--- config.mk ---
export PLATFORM = sky130hd
export DESIGN_NAME = refresh_sched
export DESIGN_NICKNAME = d
export VERILOG_FILES = /design/src/rtl/refresh_pkg.sv /design/src/rtl/refresh_interval.sv /design/src/rtl/refresh_backlog.sv /design/src/rtl/refresh_cycle.sv /design/src/rtl/refresh_sched.sv
export SDC_FILE = /design/constraint.sdc
export NUM_CORES = 1
export LEC_CHECK = 0
export ABC_AREA = 1
export BUFFER_PORTS_ARGS = -buffer_cell sky130_fd_sc_hd__buf_2
export CELL_PAD_IN_SITES_DETAIL_PLACEMENT = 0
export CELL_PAD_IN_SITES_GLOBAL_PLACEMENT = 2
export CORE_MARGIN = 3
export CORE_UTILIZATION = 37
export CTS_BUF_LIST = sky130_fd_sc_hd__clkbuf_16
export CTS_CLUSTER_SIZE = 20
export DETAILED_ROUTE_END_ITERATION = 12
export GPL_TIMING_DRIVEN = 0
export HOLD_SLACK_MARGIN = 0.02
export PLACE_DENSITY_LB_ADDON = 0.1
export SLEW_MARGIN = 40
export SYNTH_ARGS = -nofsm -noshare
export SYNTH_HDL_FRONTEND = slang
export SYNTH_SLANG_ARGS = --single-unit
--- constraint.sdc ---
create_clock -name clk -period 6.18 [get_ports clk]
set_clock_uncertainty 0.05 [all_clocks]
set_input_delay 0.309 -clock clk [delete_from_list [all_inputs] [get_ports clk]]
set_output_delay 0.309 -clock clk [all_outputs]
set_load 0.05 [all_outputs]
--- src/rtl/refresh_pkg.sv ---
package refresh_pkg;

    typedef enum logic [1:0] {
        RC_IDLE  = 2'd0,
        RC_LEAD  = 2'd1,
        RC_STROBE = 2'd2,
        RC_PRECH = 2'd3
    } rc_state_e;

    typedef enum logic {
        RK_CBR  = 1'b0,
        RK_ROWA = 1'b1
    } rc_kind_e;

endpackage

--- src/rtl/refresh_interval.sv ---
module refresh_interval #(
    parameter int unsigned NORM_CYC = 1601,
    parameter int unsigned EXT_CYC  = 12500
) (
    input  logic clk,
    input  logic rst_n,
    input  logic ext_i,
    output logic tick_o
);
    localparam int unsigned LIM_MAX = (NORM_CYC > EXT_CYC) ? NORM_CYC : EXT_CYC;
    localparam int unsigned CNT_W   = (LIM_MAX > 1) ? $clog2(LIM_MAX) : 1;
    localparam logic [CNT_W-1:0] NORM_LAST = CNT_W'(NORM_CYC - 1);
    localparam logic [CNT_W-1:0] EXT_LAST  = CNT_W'(EXT_CYC - 1);

    typedef struct packed {
        logic [CNT_W-1:0] cnt;
    } iv_state_t;

    iv_state_t s_d, s_q;
    logic [CNT_W-1:0] last;
    logic             wrap;

    always_comb begin
        s_d  = s_q;
        last = ext_i ? EXT_LAST : NORM_LAST;
        wrap = (s_q.cnt >= last);
        if (wrap) begin
            s_d.cnt = '0;
        end else begin
            s_d.cnt = s_q.cnt + 1'b1;
        end
    end

    always_ff @(posedge clk or negedge rst_n) begin
        if (!rst_n) begin
            s_q <= '0;
        end else begin
            s_q <= s_d;
        end
    end

    assign tick_o = wrap;

endmodule

--- src/rtl/refresh_backlog.sv ---
module refresh_backlog #(
    parameter int unsigned PEND_MAX = 8,
    parameter int unsigned URG_TH   = 4
) (
    input  logic clk,
    input  logic rst_n,
    input  logic add_i,
    input  logic take_i,
    output logic any_o,
    output logic urgent_o
);
    localparam int unsigned PW = $clog2(PEND_MAX + 1);
    localparam logic [PW-1:0] P_FULL = PW'(PEND_MAX);
    localparam logic [PW-1:0] P_TH   = PW'(URG_TH);

    typedef struct packed {
        logic [PW-1:0] cnt;
    } bl_state_t;

    bl_state_t s_d, s_q;

    always_comb begin
        s_d = s_q;
        unique case ({add_i, take_i})
            2'b10: begin
                if (s_q.cnt != P_FULL) begin
                    s_d.cnt = s_q.cnt + 1'b1;
                end
            end
            2'b01: begin
                if (s_q.cnt != '0) begin
                    s_d.cnt = s_q.cnt - 1'b1;
                end
            end
            default: s_d.cnt = s_q.cnt;
        endcase
    end

    always_ff @(posedge clk or negedge rst_n) begin
        if (!rst_n) begin
            s_q <= '0;
        end else begin
            s_q <= s_d;
        end
    end

    assign any_o    = (s_q.cnt != '0);
    assign urgent_o = (s_q.cnt > P_TH);

endmodule

--- src/rtl/refresh_cycle.sv ---
module refresh_cycle
    import refresh_pkg::*;
#(
    parameter int unsigned RAS_LOW_CYC = 6,
    parameter int unsigned PRECH_CYC   = 5,
    parameter int unsigned ROW_W       = 10
) (
    input  logic             clk,
    input  logic             rst_n,
    input  logic             start_i,
    input  logic             rowmode_i,
    output logic             ras_n_o,
    output logic             cas_n_o,
    output logic [ROW_W-1:0] addr_o,
    output logic             busy_o
);
    localparam int unsigned TMAX = (RAS_LOW_CYC > PRECH_CYC) ? RAS_LOW_CYC : PRECH_CYC;
    localparam int unsigned TW   = $clog2(TMAX + 1);
    localparam logic [TW-1:0] RAS_LAST = TW'(RAS_LOW_CYC - 1);
    localparam logic [TW-1:0] RP_LAST  = TW'(PRECH_CYC - 1);
    localparam int unsigned ROWS = 1 << ROW_W;
    localparam logic [ROW_W-1:0] ROW_TOP = ROW_W'(ROWS - 1);

    typedef struct packed {
        rc_state_e        st;
        logic [TW-1:0]    tmr;
        rc_kind_e         kind;
        logic [ROW_W-1:0] row;
    } cy_state_t;

    cy_state_t s_d, s_q;

    always_comb begin
        s_d = s_q;
        unique case (s_q.st)
            RC_IDLE: begin
                if (start_i) begin
                    s_d.st   = RC_LEAD;
                    s_d.tmr  = '0;
                    s_d.kind = rowmode_i ? RK_ROWA : RK_CBR;
                end
            end
            RC_LEAD: begin
                s_d.st  = RC_STROBE;
                s_d.tmr = '0;
            end
            RC_STROBE: begin
                if (s_q.tmr == RAS_LAST) begin
                    s_d.st  = RC_PRECH;
                    s_d.tmr = '0;
                    if (s_q.kind == RK_ROWA) begin
                        s_d.row = (s_q.row == ROW_TOP) ? '0 : s_q.row + 1'b1;
                    end
                end else begin
                    s_d.tmr = s_q.tmr + 1'b1;
                end
            end
            RC_PRECH: begin
                if (s_q.tmr == RP_LAST) begin
                    s_d.st  = RC_IDLE;
                    s_d.tmr = '0;
                end else begin
                    s_d.tmr = s_q.tmr + 1'b1;
                end
            end
            default: s_d.st = RC_IDLE;
        endcase
    end

    always_ff @(posedge clk or negedge rst_n) begin
        if (!rst_n) begin
            s_q.st   <= RC_IDLE;
            s_q.tmr  <= '0;
            s_q.kind <= RK_CBR;
            s_q.row  <= '0;
        end else begin
            s_q <= s_d;
        end
    end

    always_comb begin
        ras_n_o = (s_q.st != RC_STROBE);
        cas_n_o = !((s_q.kind == RK_CBR) &&
                    ((s_q.st == RC_LEAD) || (s_q.st == RC_STROBE)));
        addr_o  = ((s_q.kind == RK_ROWA) && (s_q.st != RC_IDLE)) ? s_q.row : '0;
        busy_o  = (s_q.st != RC_IDLE);
    end

endmodule

--- src/rtl/refresh_sched.sv ---
module refresh_sched #(
    parameter int unsigned CLK_MHZ       = 100,
    parameter int unsigned NORM_WIN_US   = 16400,
    parameter int unsigned EXT_WIN_US    = 128000,
    parameter int unsigned ROW_W         = 10,
    parameter int unsigned RAS_LOW_CYC   = 6,
    parameter int unsigned PRECH_CYC     = 5,
    parameter int unsigned PEND_MAX      = 8,
    parameter int unsigned URG_TH        = 4
) (
    input  logic             clk,
    input  logic             rst_n,
    input  logic             ext_period_i,
    input  logic             row_mode_i,
    input  logic             seq_idle_i,
    output logic             ref_req_o,
    input  logic             ref_gnt_i,
    output logic             ref_urgent_o,
    output logic             ref_busy_o,
    output logic             dram_ras_n_o,
    output logic             dram_cas_n_o,
    output logic [ROW_W-1:0] dram_addr_o
);
    localparam int unsigned ROWS     = 1 << ROW_W;
    localparam int unsigned NORM_CYC = (CLK_MHZ * NORM_WIN_US) / ROWS;
    localparam int unsigned EXT_CYC  = (CLK_MHZ * EXT_WIN_US) / ROWS;

    logic tick;
    logic pend_any;
    logic start;
    logic busy;

    refresh_interval #(
        .NORM_CYC (NORM_CYC),
        .EXT_CYC  (EXT_CYC)
    ) u_interval (
        .clk    (clk),
        .rst_n  (rst_n),
        .ext_i  (ext_period_i),
        .tick_o (tick)
    );

    refresh_backlog #(
        .PEND_MAX (PEND_MAX),
        .URG_TH   (URG_TH)
    ) u_backlog (
        .clk      (clk),
        .rst_n    (rst_n),
        .add_i    (tick),
        .take_i   (start),
        .any_o    (pend_any),
        .urgent_o (ref_urgent_o)
    );

    refresh_cycle #(
        .RAS_LOW_CYC (RAS_LOW_CYC),
        .PRECH_CYC   (PRECH_CYC),
        .ROW_W       (ROW_W)
    ) u_cycle (
        .clk       (clk),
        .rst_n     (rst_n),
        .start_i   (start),
        .rowmode_i (row_mode_i),
        .ras_n_o   (dram_ras_n_o),
        .cas_n_o   (dram_cas_n_o),
        .addr_o    (dram_addr_o),
        .busy_o    (busy)
    );

    always_comb begin
        ref_req_o  = pend_any && seq_idle_i && !busy;
        start      = ref_req_o && ref_gnt_i;
        ref_busy_o = busy;
    end

endmodule

# [Word-level counts from Yosys, hierarchy flattened]
# Cells that the tools add are included.
[classes] add_sub_neg=5 n_lt_le_gt_ge=2 eq_ne=15 muxes=14 bitwise_logic=1 n_reduce_logical=16
[ops] cell="14-bit two-way mux" count=2
[ops] cell="10-bit two-way mux" count=2
[ops] cell="5-bit case mux with 4 select lines" count=1
[ops] cell="14-bit by 1-bit adder with 14-bit output, second input constant" count=1
[ops] cell="14-bit greater-or-equal comparator" count=1
[ops] cell="10-bit by 1-bit adder with 10-bit output, second input constant" count=1
[ops] cell="10-bit == test, second input constant" count=1
[ops] cell="3-bit AND reduction" count=3
[ops] cell="4-bit two-way mux" count=2
[ops] cell="4-bit case mux with 2 select lines" count=1
[ops] cell="2-bit == test, second input constant" count=3
[ops] cell="3-bit == test, second input constant" count=2
[ops] cell="3-bit two-way mux" count=2
[ops] cell="6-bit two-way mux" count=1
[ops] cell="2-bit by 1-bit != test with 1-bit output, second input constant" count=3
[ops] cell="2-bit != test, second input constant" count=3
[ops] cell="1-bit logical AND" count=5
[ops] cell="4-bit by 1-bit adder with 4-bit output, second input constant" count=1
[ops] cell="2-bit by 1-bit == test with 1-bit output, second input constant" count=2
[ops] cell="4-bit by 3-bit greater-than comparator with 1-bit output, second input constant" count=1
[ops] cell="2-bit two-way mux" count=2
[ops] cell="4-bit != test, second input constant" count=1
[ops] cell="2-bit nonzero test" count=2
[ops] cell="4-bit nonzero test" count=1
[ops] cell="other kinds (8)" count=9
[word_totals] ff_bits=34 input_bits=6 out_inout_bits=15 elab_cells=59

# [Logic depth before layout (Yosys ltp)]
# Gate-level depths: netlist of the first run.
[logic_depth] depth_word=7 mapped_depth=17 mapped_depth_nobuf=17

# [Hierarchy]
# Synthesis of the first run repeated with hierarchy kept, for this count alone.
[unflattened] cells_unflattened=299 hier_area_um2=2290.9
[modules_own_cells] module="refresh_cycle" instances=1 cells_per_inst=129 area_per_inst_um2=987.2 seq_area_each_um2=400.4
[modules_own_cells] module="refresh_interval" instances=1 cells_per_inst=116 area_per_inst_um2=942.2 seq_area_each_um2=350.3
[modules_own_cells] module="refresh_backlog" instances=1 cells_per_inst=49 area_per_inst_um2=334.1 seq_area_each_um2=100.1
[modules_own_cells] module="refresh_sched" instances=1 cells_per_inst=5 area_per_inst_um2=27.5 seq_area_each_um2=0.0

# [Worst setup path after synthesis of the first run]
# No wires, ideal clock.
[synth_timing] path_type="register to output" from="reg u_cycle.s_q[14] (netlist name)" to="out dram_addr_o[0]" t_arrival_ns=2.008 required_ns=5.821 slack_ns=3.813 path_stages_with_launch=6 path_buffers=0 cell_sequence="dfrtp_1 > inv_1 > ha_1 > inv_1 > nand2_1 > nor2_1"
[synth_via] elab_chain_len=3
[synth_lines] item="start: declaration" line="refresh_cycle.sv:31" rtl="cy_state_t s_d, s_q;"
[synth_lines] item="2-bit nonzero test"
[synth_lines] item="via ref_busy_o" line="refresh_sched.sv:19" rtl="output logic ref_busy_o,"
[synth_lines] item="1-bit logical AND" line="refresh_cycle.sv:85" rtl="addr_o = ((s_q.kind == RK_ROWA) && (s_q.st != RC_IDLE)) ? s_q.row : '0;"
[synth_lines] item="10-bit two-way mux" line="refresh_cycle.sv:85"
[synth_lines] item="end: declaration" line="refresh_sched.sv:22" rtl="output logic [ROW_W-1:0] dram_addr_o"
# The timed path passes the listed nets, and every way through them passes these cells.

# [Worst setup path in the final report of the first run]
[layout_timing] from="reg u_interval.s_q[9] (netlist name)" to="reg u_backlog.s_q[2] (netlist name)"
[layout_via] elab_chain_len=4 word_cells_on_any_way=8 classes_between="order compare: 1; eq/ne: 4; mux: 1; reduce/logical: 2"
[layout_lines] item="start: declaration" line="refresh_interval.sv:19" rtl="iv_state_t s_d, s_q;"
[layout_lines] item="start signal: assignment" line="refresh_interval.sv:36" rtl="s_q <= '0;"
[layout_lines] item="start signal: assignment" line="refresh_interval.sv:38" rtl="s_q <= s_d;"
[layout_lines] item="14-bit greater-or-equal comparator (*)" line="refresh_interval.sv:26" rtl="wrap = (s_q.cnt >= last);"
[layout_lines] item="2-bit == test / 2-bit by 1-bit == test with 1-bit output (equally long branches)" line="refresh_backlog.sv:24" rtl="unique case ({add_i, take_i})"
[layout_lines] item="2-bit by 1-bit != test with 1-bit output (no line), or another cell as far along"
[layout_lines] item="3-bit AND reduction (no line)"
[layout_lines] item="end signal: assignment" line="refresh_backlog.sv:41" rtl="s_q <= '0;"
[layout_lines] item="end signal: assignment" line="refresh_backlog.sv:43" rtl="s_q <= s_d;"
[layout_lines] item="end: declaration" line="refresh_backlog.sv:20" rtl="bl_state_t s_d, s_q;"
# Every way passes the cells marked *; elsewhere a longest branch is shown, timed or not.
# A chain may end at the register's enable or synchronous reset.

==> results_dict.tcl, run 1 <==
set metrics [dict create \
    syn_avg_cell_area_um2 7.683 \
    synth_edf_count 0 \
    setup-tns-final_ns 0 \
    numCtsBuffers 5 \
    worst-r2r-setup-slack_ns 3.79 \
    total_power_uw 950.5 \
    layout_common_cells "nand2_1, inv_1, nor2_1" \
    cts_tree "built" \
    num_antenna_cells 0 \
    final_common_cell "nand2_1" \
    synth_seq_area_share_pct 39.84 \
    clk_latency_ns 0.27 \
    antenna_found_initial 0 \
    crit_required_ns 6.30 \
    antenna_left 0 \
    grt_max_degree 35 \
    cts-hold-fix-buffers 1 \
    yosysTopAreaCellShare_pct 39.84 \
    wire_per_inst_um 11.50 \
    finish.instance_area_um2 2476 \
    syn2layout_area_growth_pct 15.93 \
    slew_headroom_pct 69.22 \
    cp-end-kind "flop" \
    synth.largest_area_cell "dfrtp_1" \
    dp_hpwl_um 3284 \
    slew_viol_final 0 \
    gp_congestion 0.7562 \
    hold-worst-slack_ns 0.2056 \
    drt_first_iter_violations 86 \
    ys_ff_latch 34 \
    criticalPathCategory "flop to flop" \
    synth_warnings 0 \
    syn_inst 278 \
    postCtsSetupRepairBufs 0 \
    layout.nets 329 \
    p_per_area_nw_per_um2 383.9 \
    layout-drive-gt1-share_pct 14.33 \
    fill_cells 595 \
    ys_top_cells_by_area "dfrtp_1, ha_1, nand2_1, inv_1, nor2_1" \
    cts_buffer_depth 2 \
    fin_ws_ns 3.791 \
    vias 1747 \
    drt_pass1_iterations 4 \
    start_util_pct 38.55 \
    setup_violations 0 \
    start_kind "flop" \
    critPathMaxFanout 6 \
    p_leak_nw 1.247 \
    fmax_mhz 418.5 \
    num_rows 27 \
    ios 21 \
    ir_worst_vdd_v 0.0002272 \
    drcViolationCount 0 \
    ys_async_sr_fraction_pct 100.0 \
    die_area_um2 6720 \
    clk_pin_slew_ns 0.05 \
    hold_viol_final 0 \
    crit_arrival_ns 2.51 \
    fin_crit_sh_pct 38.66 \
    root_buffer "clkbuf_16" \
    rsz0062_at_grt "false" \
    core_um2 5540 \
    grt_pass1_vias 1655 \
    grt_pass1_wl_um 7555 \
    dp_slack_ns 3.646 \
    dpl-instance-area_um2 2328 \
    tightest_slew_ns 0.4617 \
    wirelength_um 4359 \
    die_h_um 81.98 \
    status "finished, final reports clean" \
    cts_sinks 34 \
    synth_area_um2 2136 \
    numPortBuffers 20 \
    synth_cell_types 29 \
    drv_cap 0 \
    htree_levels 2 \
    synth_ff_type "dfrtp_1" \
    ctsResizeCount 0 \
    die_w_um 81.98 \
    fin_crit_ns 2.389 \
    synth_nets 301 \
    hold_class "input port to flop" \
    grt_usage_pct 14.58 \
    viasPerCell 4.609 \
    overflow 0 \
]
==> cell families after synthesis <==
group	after synthesis	synth area share, %
buf+inv	46	8.084
xor+xnor	8	3.281
simple gates	140	30.46
fa+ha+maj	17	9.959
flops	34	39.84
compound gates	33	8.378
==> registers in the layout, summed over array words and instances, names as in the netlist <==
signal and count:
u_cycle.s_q 16, u_backlog.s_q 4, u_interval.s_q 14
==> stage by stage <==
stage,std cells,utilization [%]
after CTS,379,44.69
after detailed placement,370,42.03
final,379,44.69
after global placement,370,41.98
after floorplan,278,-
after global routing,379,44.69
==> routing by layer <==
layer	vias up	global-route usage, %	share of wire, %
met5	-	0	0
met1	782	19.51	51
li1	946	-	-
met4	0	3.987	0.78
met2	15	23.34	46
met3	4	3.618	2.2
==> worst max-delay path, stage by stage (launching register included) <==
cell and delay (ns):
dfrtp_1 0.45, ha_1 0.34, a21oi_1 0.15, nand2_1 0.06, nand2_1 0.05, nand2_1 0.08
nor2_4 0.19, nand3_4 0.13, xor2_1 0.16, ha_1 0.19, nor2_1 0.08, nand4_1 0.09
nand2_1 0.11, nand3_1 0.07, nand2_1 0.07, inv_1 0.03
==> final timing paths <==
path | endpoint | startpoint | cells after the start
setup / recovery | u_backlog.s_q[2]$_DFFE_PN0P_ | u_interval.s_q[9]$_DFF_PN0_ | 15
setup reg to reg | u_backlog.s_q[2]$_DFFE_PN0P_ | u_interval.s_q[9]$_DFF_PN0_ | 15
min in group asynchronous | u_cycle.s_q[0]$_DFFE_PN0P_ | rst_n | 2
hold / removal | u_cycle.s_q[10]$_DFFE_PN0P_ | row_mode_i | 3
max in group asynchronous | u_cycle.s_q[14]$_DFFE_PN0P_ | rst_n | 2
hold reg to reg | u_interval.s_q[0]$_DFF_PN0_ | u_interval.s_q[0]$_DFF_PN0_ | 1
==> power by group <==
group,switching [mW],internal (mW)
clock,0.0859,0.145
combinational,0.268,0.122
sequential,0.0523,0.277
total,0.406,0.544
==> synth_stat cells (2+ instances only) <==
library cell   n
dfrtp_1       34
ha_1          17
nor4_1         2
nand3_1       19
nor2_2         5
o21ai_0       14
xor2_1         7
nand4_1        5
a21oi_1       13
nand2_4        2
nand2_2        4
inv_2          3
nor3_1         6
inv_1         42
nand2_1       52
nor2_1        40
==> layout make-up <==
class | count | area [um^2] | share of cell area (%)
Clock inverter | 3 | 12.51 | 0.5053
Clock buffer | 5 | 125.1 | 5.053
Sequential cell | 34 | 850.8 | 34.36
Tap cell | 72 | 90.09 | 3.638
Multi-Input combinational cell | 198 | 1112 | 44.92
Timing Repair Buffer | 21 | 112.6 | 4.548
Inverter | 46 | 172.7 | 6.973
(Power assumes the default switching activity.)
==> run 2, diff against run 1 <==
--- a/config.mk
+++ b/config.mk
@@ -10,7 +10,7 @@
 export CELL_PAD_IN_SITES_DETAIL_PLACEMENT = 0
 export CELL_PAD_IN_SITES_GLOBAL_PLACEMENT = 2
 export CORE_MARGIN = 3
-export CORE_UTILIZATION = 37
+export CORE_UTILIZATION = 34
 export CTS_BUF_LIST = sky130_fd_sc_hd__clkbuf_16
 export CTS_CLUSTER_SIZE = 20
 export DETAILED_ROUTE_END_ITERATION = 12
==> constraint.sdc (replaced) <==
create_clock -name clk -period 2.45 [get_ports clk]
set_clock_uncertainty 0.05 [all_clocks]
set_input_delay 0.1225 -clock clk [delete_from_list [all_inputs] [get_ports clk]]
set_output_delay 0.1225 -clock clk [all_outputs]
set_load 0.05 [all_outputs]
==> run 2 against run 1 <==
Net effect:
- non-clock buffer count rose by 11
- wire length rose by 2.6%
- core utilization shrank 0.88 points
- final cell count is 3.7% higher
- largest cell class unchanged
- highest routed layer unchanged
==> results_dict.tcl, run 2 (synthesis gave the netlist of run 1 again) <==
set metrics [dict create \
    status "finished, final reports clean" \
    cts_buffer_depth 2 \
    htree_levels 2 \
    drcViolationCount 0 \
    whs_path_depth 3 \
    grt_max_degree 35 \
    regArea_um2 853.3 \
    drt_first_iter_violations 56 \
    ios 21 \
    start_util_pct 35.65 \
    numCtsBuffers 5 \
    pwr-share-comb_pct 42.3 \
    p_int_mw 1.414 \
    dp_cells 373 \
    vias 1844 \
    p_switching_mw 1.045 \
    antenna_found_initial 0 \
    rr_worst_depth 15 \
    tightest_slew_ns 0.4590 \
    min_from "ref_gnt_i" \
    multi_input_area_um2 1170 \
    ir_worst_vdd_v 0.0006555 \
    crit_arrival_ns 2.36 \
    route.met2.wl_um 2025 \
    critPathMaxFanout 5 \
    die_w_um 85.26 \
    maxUsedRoutingLayer "met4" \
    p_leak_nw 1.296 \
    setup-tns-final_ns 0 \
    drt_pass1_iterations 4 \
    fill_cells 596 \
    cts_sinks 34 \
    antenna_left 0 \
    setup_violations 0 \
    fin_crit_sh_pct 91.76 \
    crit_required_ns 2.57 \
    grt_pass1_vias 1760 \
    criticalPathCategory "flop to flop" \
    slew_viol_final 0 \
    clk_latency_ns 0.27 \
    die_area_um2 7268 \
    layout.nets 340 \
    worst_r2r_startpoint "u_interval.s_q[10]$_DFF_PN0_" \
    min_to "u_cycle.s_q[14]$_DFFE_PN0P_" \
    wirelength_um 4471 \
    fin_cells 393 \
    start_kind "flop" \
    root_buffer "clkbuf_16" \
    slew_headroom_pct 69.40 \
    top_register "u_cycle.s_q" \
    worst-r2r-setup-slack_ns 0.20 \
    dp_hpwl_um 3327 \
    wl_met3_um 104 \
    hold_viol_final 0 \
    numPortBuffers 20 \
    dpl-instance-area_um2 2332 \
    swShare_pct 42.49 \
    final_common_cell "nand2_1" \
    hold_class "input port to flop" \
    met1Wirelength_um 2300 \
    hold-worst-slack_ns 0.1371 \
    cp-end-kind "flop" \
    clk_pin_slew_ns 0.06 \
    worstReg2RegEnd "u_backlog.s_q[2]$_DFFE_PN0P_" \
    p_per_area_nw_per_um2 936.9 \
    num_rows 28 \
    fin_crit_ns 2.248 \
    die_h_um 85.26 \
    cts_tree "built" \
    top_regs "u_cycle.s_q x16, u_interval.s_q x14, u_backlog.s_q x4" \
    gp_congestion 0.7229 \
    drv_cap 0 \
    clkPwrFrac_pct 24.0 \
    fmax_mhz 444.8 \
    overflow 0 \
    syn2layout_area_growth_pct 22.91 \
    layout-drive-gt1-share_pct 20.13 \
    largest_reg_flops 16 \
    num_antenna_cells 0 \
    finish.instance_area_um2 2625 \
    power_frac_seq_pct 33.7 \
    wire_per_inst_um 11.38 \
    grt_usage_pct 13.15 \
    core_um2 5991 \
    viasPerCell 4.692 \
    layout_common_cells "nand2_1, inv_1, nor2_1" \
    total_power_mw 2.459 \
    grt_pass1_wl_um 7866 \
]
-- run 2: cell types whose count changed in the layout (fill, tap and decap cells not counted), moves of 2 or more --
cell | before | now
ha_1 | 17 | 13
nor2_1 | 40 | 38
dfrtp_1 | 34 | 32
nor2_2 | 5 | 7
buf_4 | 1 | 11
ha_4 | 0 | 3
dfrtp_2 | 0 | 2
-- run 2: worst max path at each step --
stage / startpoint / endpoint / slack (ns)
3_5_place_dp: u_interval.s_q[9]$_DFF_PN0_ / u_backlog.s_q[2]$_DFFE_PN0P_ / 0.03
4_1_cts: u_interval.s_q[9]$_DFF_PN0_ / u_backlog.s_q[2]$_DFFE_PN0P_ / 0.03
6_report: u_interval.s_q[10]$_DFF_PN0_ / u_backlog.s_q[2]$_DFFE_PN0P_ / 0.20
2_1_floorplan: u_interval.s_q[9]$_DFF_PN0_ / u_backlog.s_q[2]$_DFFE_PN0P_ / 0.24
3_3_place_gp: u_interval.s_q[9]$_DFF_PN0_ / u_backlog.s_q[2]$_DFFE_PN0P_ / 0.03
5_1_grt: u_interval.s_q[10]$_DFF_PN0_ / u_backlog.s_q[2]$_DFFE_PN0P_ / -0.01
-- run 2: power groups by stage --
stage / combinational (mW) / sequential, mW / clock, mW
after detailed placement: 0.996 / 0.838 / 0
after global placement: 0.988 / 0.839 / 0
after CTS: 1.00 / 0.830 / 0.614
after floorplan: 0.801 / 0.803 / 0
after global routing: 1.20 / 0.853 / 0.644
final: 1.04 / 0.829 / 0.590
-- run 2: cell type report --
class	count	area share [%]
Clock buffer	5	4.766
Clock inverter	3	0.4766
Inverter	46	6.578
Multi-Input combinational cell	198	44.57
Sequential cell	34	32.51
Tap cell	75	3.575
Timing Repair Buffer	32	7.531
-- run 2: layer usage --
| metal | up-vias | GRT usage (%) |
|---|---|---|
| met5 | - | 0 |
| met4 | 0 | 3.453 |
| met3 | 5 | 2.913 |
| met2 | 18 | 21.05 |
| met1 | 848 | 17.95 |
| li1 | 973 | - |
-- run 2: worst max-delay path: stages (launching register included) --
cell and delay (ns):
dfrtp_2 0.43, ha_1 0.19, nor2_1 0.09, nor2_1 0.05, nor2_1 0.13, nand2_1 0.11
nor2_4 0.19, nand3_4 0.10, xor2_1 0.15, ha_2 0.18, nor2_2 0.10, nand4_1 0.10
nand2_1 0.10, nand3_1 0.07, nand2_1 0.07, inv_1 0.03
-- run 2: stage by stage --
stage | utilization, % | setup slack, ns
after floorplan | - | 0.2427
after global placement | 38.89 | 0.03026
after detailed placement | 38.93 | 0.03344
after CTS | 41.56 | 0.02650
after global routing | 43.82 | -0.01046
final | 43.82 | 0.2019
-- run 2: timing repair --
item                                    CTS  global route
setup buffers                             0            10
hold buffers                              2             0
hold endpoints to repair                 35             0
gates resized for setup                   0            11
endpoints found under the setup margin    0             1
